File: config.mk
export PLATFORM = sky130hd
export DESIGN_NAME = txdr_ring_reader
export DESIGN_NICKNAME = d
export VERILOG_FILES = /design/src/rtl/txdr_pkg.sv /design/src/rtl/tdr_ring_ptr.sv /design/src/rtl/tdr_byte_pack.sv /design/src/rtl/txdr_ring_reader.sv
export SDC_FILE = /design/constraint.sdc
export NUM_CORES = 1
export LEC_CHECK = 0
export BUFFER_PORTS_ARGS = -buffer_cell sky130_fd_sc_hd__buf_4
export CORE_MARGIN = 4
export CORE_UTILIZATION = 30
export CTS_BUF_LIST = sky130_fd_sc_hd__clkbuf_8 sky130_fd_sc_hd__clkbuf_16
export DETAILED_ROUTE_END_ITERATION = 8
export PLACE_DENSITY_LB_ADDON = 0.12
export SYNTH_ARGS = -nofsm -noshare
export SYNTH_HDL_FRONTEND = slang
export SYNTH_SLANG_ARGS = --single-unit
File: constraint.sdc
create_clock -name clk -period 4.75 [get_ports clk]
set_input_delay 0.2375 -clock clk [delete_from_list [all_inputs] [get_ports clk]]
set_output_delay 0.2375 -clock clk [all_outputs]
set_load 0.01 [all_outputs]
File: src/rtl/txdr_pkg.sv
`timescale 1ns/1ps
package txdr_pkg;
  localparam int WORD_W  = 32;
  localparam int LEN_W   = 11;
  localparam int OWN_B   = 31;
  localparam int WRAP_B  = 30;
  localparam int RETRY_B = 29;
  localparam int URUN_B  = 28;
  localparam int EXH_B   = 27;
  localparam int NOCRC_B = 16;
  localparam int LAST_B  = 15;

  typedef enum logic [3:0] {
    S_IDLE, S_CREQ, S_CWAIT, S_AREQ, S_AWAIT,
    S_WREQ, S_WWAIT, S_SEND, S_WB, S_EXH
  } txdr_st_t;
endpackage

File: src/rtl/tdr_ring_ptr.sv
`timescale 1ns/1ps
module tdr_ring_ptr #(
  parameter int ADDR_W = 32,
  parameter int IDX_W  = 10
) (
  input  logic              clk,
  input  logic              rst,
  input  logic              load_base,
  input  logic [ADDR_W-1:0] base_in,
  input  logic              advance,
  input  logic              wrap,
  input  logic              mark_first,
  output logic [ADDR_W-1:0] buf_word_addr,
  output logic [ADDR_W-1:0] ctrl_word_addr,
  output logic [ADDR_W-1:0] first_ctrl_addr
);
  localparam int PAD_W = ADDR_W - IDX_W - 3;

  logic [ADDR_W-1:0] base_q;
  logic [IDX_W-1:0]  idx_q;
  logic [IDX_W-1:0]  first_q;

  always_ff @(posedge clk) begin
    if (rst) begin
      base_q  <= '0;
      idx_q   <= '0;
      first_q <= '0;
    end else begin
      if (load_base) begin
        base_q <= {base_in[ADDR_W-1:2], 2'b00};
        idx_q  <= '0;
      end else if (advance) begin
        idx_q <= wrap ? '0 : idx_q + 1'b1;
      end
      if (mark_first) first_q <= idx_q;
    end
  end

  assign buf_word_addr   = base_q + {{PAD_W{1'b0}}, idx_q, 3'b000};
  assign ctrl_word_addr  = buf_word_addr + ADDR_W'(4);
  assign first_ctrl_addr = base_q + {{PAD_W{1'b0}}, first_q, 3'b100};
endmodule

File: src/rtl/tdr_byte_pack.sv
`timescale 1ns/1ps
module tdr_byte_pack #(
  parameter int LEN_W  = 11,
  parameter int WORD_W = 32
) (
  input  logic              clk,
  input  logic              rst,
  input  logic              load_len,
  input  logic [LEN_W-1:0]  len_in,
  input  logic              load_word,
  input  logic [WORD_W-1:0] word_in,
  input  logic              pop,
  output logic [7:0]        byte_o,
  output logic              lane_last,
  output logic              buf_last
);
  localparam int LANES = WORD_W / 8;
  localparam int LW    = $clog2(LANES) + 1;

  logic [LEN_W-1:0]  remain_q;
  logic [LW-1:0]     lanes_q;
  logic [WORD_W-1:0] word_q;

  always_ff @(posedge clk) begin
    if (rst) begin
      remain_q <= '0;
      lanes_q  <= '0;
      word_q   <= '0;
    end else if (load_len) begin
      remain_q <= len_in;
    end else if (load_word) begin
      word_q  <= word_in;
      lanes_q <= (remain_q >= LEN_W'(LANES)) ? LW'(LANES) : LW'(remain_q);
    end else if (pop) begin
      word_q   <= word_q >> 8;
      lanes_q  <= lanes_q - 1'b1;
      remain_q <= remain_q - 1'b1;
    end
  end

  assign byte_o    = word_q[7:0];
  assign lane_last = (lanes_q == LW'(1));
  assign buf_last  = (remain_q == LEN_W'(1));
endmodule

File: src/rtl/txdr_ring_reader.sv
`timescale 1ns/1ps
module txdr_ring_reader
  import txdr_pkg::*;
#(
  parameter int ADDR_W = 32,
  parameter int IDX_W  = 10
) (
  input  logic              clk,
  input  logic              rst,
  input  logic              start_i,
  input  logic              halt_i,
  input  logic              qp_we_i,
  input  logic [ADDR_W-1:0] qp_data_i,
  output logic              busy_o,
  output logic              mem_req_o,
  output logic              mem_we_o,
  output logic [ADDR_W-1:0] mem_addr_o,
  output logic [31:0]       mem_wdata_o,
  input  logic [31:0]       mem_rdata_i,
  output logic              tx_valid_o,
  output logic [7:0]        tx_data_o,
  output logic              tx_last_o,
  output logic              tx_nocrc_o,
  input  logic              tx_ready_i,
  input  logic              mac_underrun_i,
  input  logic              mac_retry_i
);
  txdr_st_t          st;
  logic [31:0]       ctrl_q;
  logic [31:0]       first_ctrl_q;
  logic [ADDR_W-1:0] bufp_q;
  logic              in_frame_q;
  logic              halt_pend_q;
  logic              urun_q;
  logic              retry_q;

  logic              ptr_load, ptr_adv, mark_first;
  logic [ADDR_W-1:0] buf_word_addr, ctrl_word_addr, first_ctrl_addr;
  logic              pk_len_load, pk_word_load, pk_pop;
  logic [7:0]        pk_byte;
  logic              lane_last, buf_last;
  logic              err_now;
  logic              rd_own;

  assign rd_own      = mem_rdata_i[OWN_B];
  assign ptr_load    = qp_we_i && (st == S_IDLE);
  assign ptr_adv     = (st == S_WB);
  assign mark_first  = (st == S_CWAIT) && !in_frame_q && !rd_own;
  assign pk_len_load = (st == S_AWAIT);
  assign pk_word_load = (st == S_WWAIT);
  assign err_now     = (st == S_SEND) && (mac_underrun_i || mac_retry_i);
  assign pk_pop      = (st == S_SEND) && !err_now && tx_ready_i;

  tdr_ring_ptr #(.ADDR_W(ADDR_W), .IDX_W(IDX_W)) u_ptr (
    .clk            (clk),
    .rst            (rst),
    .load_base      (ptr_load),
    .base_in        (qp_data_i),
    .advance        (ptr_adv),
    .wrap           (ctrl_q[WRAP_B]),
    .mark_first     (mark_first),
    .buf_word_addr  (buf_word_addr),
    .ctrl_word_addr (ctrl_word_addr),
    .first_ctrl_addr(first_ctrl_addr)
  );

  tdr_byte_pack #(.LEN_W(LEN_W), .WORD_W(WORD_W)) u_pack (
    .clk      (clk),
    .rst      (rst),
    .load_len (pk_len_load),
    .len_in   (ctrl_q[LEN_W-1:0]),
    .load_word(pk_word_load),
    .word_in  (mem_rdata_i),
    .pop      (pk_pop),
    .byte_o   (pk_byte),
    .lane_last(lane_last),
    .buf_last (buf_last)
  );

  always_ff @(posedge clk) begin
    if (rst) begin
      st           <= S_IDLE;
      ctrl_q       <= '0;
      first_ctrl_q <= '0;
      bufp_q       <= '0;
      in_frame_q   <= 1'b0;
      halt_pend_q  <= 1'b0;
      urun_q       <= 1'b0;
      retry_q      <= 1'b0;
    end else begin
      if (halt_i && st != S_IDLE) halt_pend_q <= 1'b1;
      case (st)
        S_IDLE: begin
          halt_pend_q <= 1'b0;
          in_frame_q  <= 1'b0;
          urun_q      <= 1'b0;
          retry_q     <= 1'b0;
          if (start_i) st <= S_CREQ;
        end
        S_CREQ: st <= S_CWAIT;
        S_CWAIT: begin
          if (rd_own) begin
            st <= in_frame_q ? S_EXH : S_IDLE;
          end else if (!in_frame_q && halt_pend_q) begin
            st <= S_IDLE;
          end else begin
            ctrl_q <= mem_rdata_i;
            if (!in_frame_q) first_ctrl_q <= mem_rdata_i;
            st <= S_AREQ;
          end
        end
        S_AREQ: st <= S_AWAIT;
        S_AWAIT: begin
          bufp_q <= ADDR_W'(mem_rdata_i) & ~ADDR_W'(3);
          st <= (ctrl_q[LEN_W-1:0] == '0) ? S_WB : S_WREQ;
        end
        S_WREQ: st <= S_WWAIT;
        S_WWAIT: st <= S_SEND;
        S_SEND: begin
          if (err_now) begin
            urun_q  <= mac_underrun_i;
            retry_q <= mac_retry_i;
            st      <= S_WB;
          end else if (tx_ready_i) begin
            if (buf_last) begin
              st <= S_WB;
            end else if (lane_last) begin
              bufp_q <= bufp_q + ADDR_W'(4);
              st     <= S_WREQ;
            end
          end
        end
        S_WB: begin
          if (urun_q || retry_q) begin
            st <= S_IDLE;
          end else if (ctrl_q[LAST_B]) begin
            in_frame_q <= 1'b0;
            st <= (halt_pend_q || halt_i) ? S_IDLE : S_CREQ;
          end else begin
            in_frame_q <= 1'b1;
            st <= S_CREQ;
          end
        end
        S_EXH: begin
          in_frame_q <= 1'b0;
          st <= S_IDLE;
        end
        default: st <= S_IDLE;
      endcase
    end
  end

  always_comb begin
    mem_req_o   = 1'b0;
    mem_we_o    = 1'b0;
    mem_addr_o  = ctrl_word_addr;
    mem_wdata_o = '0;
    case (st)
      S_CREQ: mem_req_o = 1'b1;
      S_AREQ: begin
        mem_req_o  = 1'b1;
        mem_addr_o = buf_word_addr;
      end
      S_WREQ: begin
        mem_req_o  = 1'b1;
        mem_addr_o = bufp_q;
      end
      S_WB: begin
        mem_req_o   = 1'b1;
        mem_we_o    = 1'b1;
        mem_wdata_o = ctrl_q;
        mem_wdata_o[OWN_B]   = 1'b1;
        mem_wdata_o[URUN_B]  = ctrl_q[URUN_B] | urun_q;
        mem_wdata_o[RETRY_B] = ctrl_q[RETRY_B] | retry_q;
      end
      S_EXH: begin
        mem_req_o   = 1'b1;
        mem_we_o    = 1'b1;
        mem_addr_o  = first_ctrl_addr;
        mem_wdata_o = first_ctrl_q;
        mem_wdata_o[OWN_B] = 1'b1;
        mem_wdata_o[EXH_B] = 1'b1;
      end
      default: ;
    endcase
  end

  assign busy_o     = (st != S_IDLE);
  assign tx_valid_o = (st == S_SEND);
  assign tx_data_o  = pk_byte;
  assign tx_last_o  = tx_valid_o && ctrl_q[LAST_B] && buf_last;
  assign tx_nocrc_o = tx_valid_o && first_ctrl_q[NOCRC_B];
endmodule

==> impl_metrics.toml, run 1 <==
[clocking]
cts_tree = "yes"
clock_latency_ns = 0.46
clk_pin_slew_ns = 0.08
clk_root_buffer_cell = "clkbuf_16"
cts_resized = 0
cts.htree.levels = 4
holdBufCountCts = 0
cts_buffers = 17
cts_num_sinks = 195
post_cts_buffers = 0
cts_buffer_depth = 2

[detailed_routing]
drc_errors = 0
postRouteWirelength_um = 41400
viasPerCell = 5.24
ant_nets = 0
drtPass1Iterations = 5
post_drt_wl_per_cell_um = 18.5
via_count = 11800
first_iter_violations = 889

[critical_path]
arrival_ns = 4.17
path_class = "reg2out"
cpPeakStageDelay_ns = 0.44
endpoint_kind = "output port"
cp_max_fo = 5
crit_chain = "ha_1 -> fa_1 -> xor2_1 -> and3_1 -> nor3b_1 -> nand4_1 -> nor4_4 -> nand4_1 -> nor3_1 -> mux2_2 -> o21ai_1 -> buf_4"
r2r-end = "bufp_q[27]"
start_kind = "register"
cp_common_cell = "nand4_1"
required_ns = 4.51
regToRegStartpoint = "st[0]"
rr_worst_depth = 12
slowest_stage = "fa_1"
r2r_setup_slack_ns = 1.62

[floorplanning]
initial_utilization_pct = 30.4
ios = 150
die_w_um = 209
dieArea_mm2 = 0.0437
dieHeight_um = 209
fp-row-count = 73
core_area_mm2 = 0.0398

[placement]
portBuffers = 145
postPlaceCellArea_mm2 = 0.0134
gp_congestion = 0.830
dpl.hpwl_um = 29900

[synthesis]
synth-edff-count = 0
ys_seq_area_share_pct = 32.2
async_reset_ff_share_pct = 0
synth-adder-area-share_pct = 3.22
ys.warnings.count = 0
synth_area_leaders = "dfxtp_1 32%, nand2_1 11%, a21oi_1 6.8%"
syn_area_mm2 = 0.0121
synth_top_family_by_area = "simple AND/OR/NAND/NOR gates"
synth.distinct_cells = 83
synthSimpleGateAreaFrac_pct = 27.0
netlist_instances = 1649
synthXorXnorAreaFrac_pct = 5.35
synth_compound_area_share_pct = 22.3
ys.flop_type = "dfxtp_1"
synth_seq_cells = 195
synthMuxAreaShare_pct = 3.91
synth_top_area_cell = "dfxtp_1"
yosysTopAreaCellShare_pct = 32.2
synth.avg_cell_area_um2 = 7.35

[sta]
skew_ns = 0.0101
slew_viol_final = 0
tns_ns = 0
post-route-min-period_ns = 4.41
relSlewSlack_pct = 26.5
rsz0062_at_grt = "no"
worst_pin_slew_ns = 1.10
period_share_pct = 92.7
setup_violations = 0
finalHoldViolCount = 0
max_freq_mhz = 227

[final_layout]
final_cell_mix = "357 x nand2_1, 194 x dfxtp_1, 164 x a21oi_1"
stdcell_area_mm2 = 0.0140
final_common_cell = "nand2_1"
utilization_pct = 35.2
nFillCells = 4272
diodes = 0
area_growth_pct = 15.6
drive_above_1_share_pct = 13.6
fin_nets = 1808

[hold_path]
min_from = "qp_data_i[19]"
min_to = "u_ptr.base_q[19]"
min_path_cells = 3
hold_path_class = "in2reg"

[pwr]
p_sw_w = 0.00122
pwr-share-comb_pct = 16.9
power.internal_w = 0.00268
leakagePower_nw = 5.01
power_switching_share_pct = 31.3
clockPowerShare_pct = 37.8
vdd_drop_max_mv = 0.272
cellPowerDensity_mw_per_mm2 = 278
power_frac_seq_pct = 45.2

[global_route]
track_usage_pct = 18.5
grt_pass1_vias = 11200
antenna_found_initial = 0
grt_max_degree = 133
grt_pass1_wl_um = 65700
grt_overflow = 0

[flow_run]
drv_cap = 0

[status]
outcome = "completed"
## synth_stat cells (6+ instances only)
cell type  instances
a21oi_1          165
xnor2_1           46
inv_1             27
clkbuf_8           7
o21ai_0           68
buf_2              6
a311oi_1          28
nand2_1          357
o21a_1            10
o221ai_1           7
ha_1              28
nand2b_1           7
and3_1            14
xor2_1            28
nand4_1           16
nor2_1           160
o31ai_1           11
and2_1            16
nor4_1             9
nor2b_1            6
nand3_1           65
nor3_1            27
a22oi_1           14
a21o_1             9
clkbuf_1          93
o22ai_1           11
o211ai_1           7
buf_4             14
mux2i_1           44
o21ai_1            6
a211oi_1          31
a222oi_1          12
or3_1             12
dfxtp_1          195
buf_1              6
## sequential cells by signal (all words and copies together) (netlist names)
register,cells
u_pack.word_q,32
ctrl_q,31
bufp_q,30
first_ctrl_q,30
u_ptr.base_q,30
u_pack.remain_q,11
u_ptr.first_q,10
u_ptr.idx_q,10
st,4
u_pack.lanes_q,3
halt_pend_q,1
in_frame_q,1
retry_q,1
urun_q,1
## power groups by stage
stage | clock network, W | logic (W) | registers, W
2_1_floorplan | 0 | 0.000439 | 0.00176
3_3_place_gp | 0 | 0.000662 | 0.00180
3_5_place_dp | 0 | 0.000664 | 0.00180
4_1_cts | 0.00153 | 0.000668 | 0.00176
5_1_grt | 0.00158 | 0.000728 | 0.00177
6_report | 0.00148 | 0.000660 | 0.00176
## routing by layer
| layer | vias up | GRT usage, % | part of all wire, % |
|---|---|---|---|
| met5 | - | 0 | 0 |
| met4 | 0 | 4.41 | 1.5 |
| met3 | 34 | 2.75 | 3.8 |
| met2 | 273 | 28.9 | 45 |
| met1 | 5533 | 27.1 | 50 |
| li1 | 5917 | - | - |
## final cells by class
type / instances / area (um^2) / share of cell area, %
clock buffer: 17 / 425 / 3.04
timing repair buffer: 164 / 1230 / 8.82
multi-input combinational: 1299 / 7520 / 53.7
sequential: 195 / 3910 / 27.9
clock inverter: 14 / 153 / 1.09
inverter: 29 / 109 / 0.777
tap: 525 / 657 / 4.69
## worst max-delay path by stage
stage	start	end	slack, ns	cells past startpoint
finish	u_ptr.idx_q[0]	mem_addr_o[30]	0.34	12
CTS	u_ptr.idx_q[0]	mem_addr_o[30]	0.35	12
global route	u_ptr.idx_q[0]	mem_addr_o[30]	0.07	12
floorplan	u_ptr.idx_q[6]	mem_addr_o[27]	1.42	10
global placement	u_ptr.idx_q[0]	mem_addr_o[30]	0.86	12
detailed placement	u_ptr.idx_q[0]	mem_addr_o[30]	0.87	12
## worst max-delay path, delay by kind of cell, from the launching register on
| kind | cells | cell delay [ns] |
|---|---|---|
| flip-flops | 1 | 0.36 |
| buffers and inverters | 1 | 0.14 |
| multiplexers | 1 | 0.35 |
| AO/OA/AOI/OAI | 1 | 0.14 |
| adder cells (fa/ha/maj) | 2 | 0.71 |
| XOR/XNOR | 1 | 0.27 |
| AND/OR/NAND/NOR | 6 | 1.74 |
## through the flow
step	power (W)	worst slack (ns)	instances	hold WS (ns)
final	0.00390	0.345	2243	0.0219
after global routing	0.00408	0.0693	2243	0.00788
after CTS	0.00396	0.350	2243	0.00248
after detailed placement	0.00247	0.867	2212	0.446
after global placement	0.00246	0.864	2212	0.442
after floorplan	0.00220	1.42	1650	0.373
## cell families (layout without fill, tap and decap cells)
| kind of cell | Yosys count | count (layout) |
|---|---|---|
| xor gates and xnor gates | 74 | 74 |
| other | 1 | 2 |
| and+or+nand+nor | 726 | 726 |
| buffers and inverters | 156 | 224 |
| AOI/OAI and AO/OA | 420 | 420 |
| adders and majority gates | 30 | 30 |
| DFF | 195 | 195 |
| muxes | 47 | 47 |
No activity file was read; power rests on OpenSTA's default activity.
==> inputs of run 2 (changes only) <==
- ABC_AREA: default -> 1
==> run 2 against run 1 <==
Against the previous run:
- via count is 14% higher
- global-route usage is 2.0 points higher
- setup slack better by 0.61 ns
- maximum frequency is 16% higher
- register-to-register slack better by 0.07 ns
- combinational power is 18% higher
- clock-buffer cell count is 1 higher
- first-iteration DRC count is 29% higher
- sequential cell count stayed put
- final cell count is 16% higher
- area after synthesis is 3.8% higher
==> impl_metrics.toml, run 2 <==
[placement]
gp_congestion = 0.934
portBuffers = 145
dp.cells = 2573
dpl.hpwl_um = 35200

[floorplanning]
die_w_um = 213
initial_utilization_pct = 30.6
dieHeight_um = 213
core_area_mm2 = 0.0411
ios = 150
dieArea_mm2 = 0.0453
fp-row-count = 74

[synthesis]
ys_seq_area_share_pct = 31.0
syn_area_mm2 = 0.0126
synth-adder-area-share_pct = 3.10
synthTopCellsByCount = "472 x nand2_1, 213 x o21ai_0, 207 x inv_1"
synth_seq_cells = 195
yosysMostFrequentCell = "nand2_1"
synth-edff-count = 0
synth.distinct_cells = 51
async_reset_ff_share_pct = 0
synthSimpleGateAreaFrac_pct = 31.4
synth_top_family_by_area = "simple AND/OR/NAND/NOR gates"
synth_area_leaders = "dfxtp_1 31%, nand2_1 14%, o21ai_0 8.5%"
synth_top_area_cell = "dfxtp_1"
ys.warnings.count = 0
synth_compound_area_share_pct = 22.8
synthMuxAreaShare_pct = 0
synthXorXnorAreaFrac_pct = 1.81
netlist_instances = 1974
ys.flop_type = "dfxtp_1"
yosysTopAreaCellShare_pct = 31.0
synth.avg_cell_area_um2 = 6.37

[final_layout]
area_growth_pct = 16.8
finalNonFillerCells = 2606
utilization_pct = 35.7
final_cell_mix = "472 x nand2_1, 213 x o21ai_0, 209 x inv_1"
largest_registers = "u_pack.word_q (32), ctrl_q (31)"
nFillCells = 4564
multi_input_area_mm2 = 0.00748
diodes = 0
final_common_cell = "nand2_1"
drive_above_1_share_pct = 13.3
largest_reg_flops = 32
top_register = "u_pack.word_q"
regArea_mm2 = 0.00390
fin_nets = 2163

[detailed_routing]
ant_nets = 0
postRouteWirelength_um = 46900
via_count = 13400
drc_errors = 0
drtPass1Iterations = 5
viasPerCell = 5.14
first_iter_violations = 1148
post_drt_wl_per_cell_um = 18.0

[sta]
rsz0062_at_grt = "no"
finalHoldViolCount = 0
period_share_pct = 79.9
hold_slack_ns = 0.0357
slew_viol_final = 0
worst_pin_slew_ns = 1.01
post-route-min-period_ns = 3.79
max_freq_mhz = 264
skew_ns = 0.0107
relSlewSlack_pct = 32.7
setup_violations = 0
tns_ns = 0

[clocking]
cts_resized = 0
cts.htree.levels = 4
clk_root_buffer_cell = "clkbuf_16"
cts_buffer_depth = 2
cts_num_sinks = 195
cts_tree = "yes"
cts_buffers = 17
clock_latency_ns = 0.45
clk_pin_slew_ns = 0.07

[pwr]
power_switching_share_pct = 31.6
cellPowerDensity_mw_per_mm2 = 284
power_w = 0.00417
power_frac_seq_pct = 43.7
pwr-share-comb_pct = 18.7
leakagePower_nw = 6.14
power.internal_w = 0.00285
vdd_drop_max_mv = 0.213
clockPowerShare_pct = 37.6
p_sw_w = 0.00132

[critical_path]
arrival_ns = 3.56
r2r-end = "first_ctrl_q[14]"
required_ns = 4.51
endpoint_kind = "output port"
startpoint = "u_ptr.idx_q[0]"
rr_worst_depth = 9
path_class = "reg2out"
start_kind = "register"
r2r_setup_slack_ns = 1.69
regToRegStartpoint = "st[1]"
cp_max_fo = 5

[global_route]
track_usage_pct = 20.5
grt_max_degree = 73
grt_overflow = 0
antenna_found_initial = 0
grt_pass1_vias = 12800
grt_pass1_wl_um = 73000

[hold_path]
min_path_cells = 3
min_to = "first_ctrl_q[1]"
hold_path_class = "in2reg"
min_from = "mem_rdata_i[1]"

[flow_run]
drv_cap = 0

[status]
outcome = "completed"
## run 2: cell types whose count changed after synthesis, sizes merged, moves of 15 or more
| cell | before | now |
|---|---|---|
| a21oi | 166 | 196 |
| mux2i | 44 | 0 |
| inv | 29 | 214 |
| a211oi | 32 | 3 |
| nand2 | 357 | 495 |
| and2 | 17 | 2 |
| a31oi | 2 | 38 |
| a311oi | 28 | 2 |
| o21ai | 74 | 216 |
| xnor2 | 46 | 3 |
| clkbuf | 100 | 70 |
| nand3 | 66 | 130 |
## run 2: worst max-delay path, cell delays in order (launching register included)
cell and delay (ns):
dfxtp_1 0.36, ha_1 0.28, fa_1 0.50, nand3_1 0.13, nand2_1 0.13, nand3_1 0.14
nand3_2 0.15, nand2_1 0.10, nand2_1 0.05, nand2_1 0.18, nand2_1 0.12, inv_1 0.15
nand2_1 0.09, nor2_1 0.18, nand2_1 0.08, nand2_1 0.06, nand2_1 0.05, nand2_1 0.13
nand2_1 0.07, buf_4 0.15
## run 2: cell families (layout without fill, tap and decap cells)
family / Yosys count / after routing
other cells: 1 / 2
flops: 195 / 195
simple gates: 890 / 890
fa+ha+maj: 30 / 30
buf+inv: 311 / 410
xor+xnor: 26 / 26
compound gates: 521 / 521
## run 2: repair_timing
item / in CTS / in global routing
setup buffers: 0 / 0
hold endpoints to repair: 1 / 0
hold buffers: 1 / 0
## run 2: power groups by stage
stage / clock network (W) / logic (W) / registers, W
finish: 0.00157 / 0.000780 / 0.00182
global route: 0.00168 / 0.000875 / 0.00183
CTS: 0.00161 / 0.000784 / 0.00182
detailed placement: 0 / 0.000778 / 0.00186
global placement: 0 / 0.000774 / 0.00186
floorplan: 0 / 0.000487 / 0.00182
## run 2: area by class of cell
class,count,share of cell area (%)
clock buffer,18,2.99
clock inverter,14,1.23
sequential,195,26.6
multi-input combinational,1469,50.9
timing repair buffer,162,8.29
tap,532,4.53
inverter,216,5.52
## run 2: per-layer routing
layer  GRT usage [%]  part of all wire [%]  wire length (um)  vias up
li1                -                     -                 -     6773
met1            28.9                    48             22400     6200
met2            33.1                    46             21400      372
met3            2.98                   4.6              2170       52
met4            5.13                   1.9               912        0
met5               0                     0                 0        -
## run 2: worst max-delay path by stage
stage	endpoint	slack [ns]	cells after the start
global route	mem_addr_o[31]	0.64	19
finish	mem_addr_o[31]	0.96	19
CTS	mem_addr_o[18]	0.91	14
detailed placement	mem_addr_o[18]	1.41	14
global placement	mem_addr_o[18]	1.42	14
floorplan	mem_addr_o[21]	2.07	13
## run 2: metrics by stage
stage | instance area [um^2] | setup WS, ns
detailed placement | 14100 | 1.41
CTS | 14700 | 0.907
floorplan | 12600 | 2.07
global placement | 14100 | 1.42
finish | 14700 | 0.957
global route | 14700 | 0.644
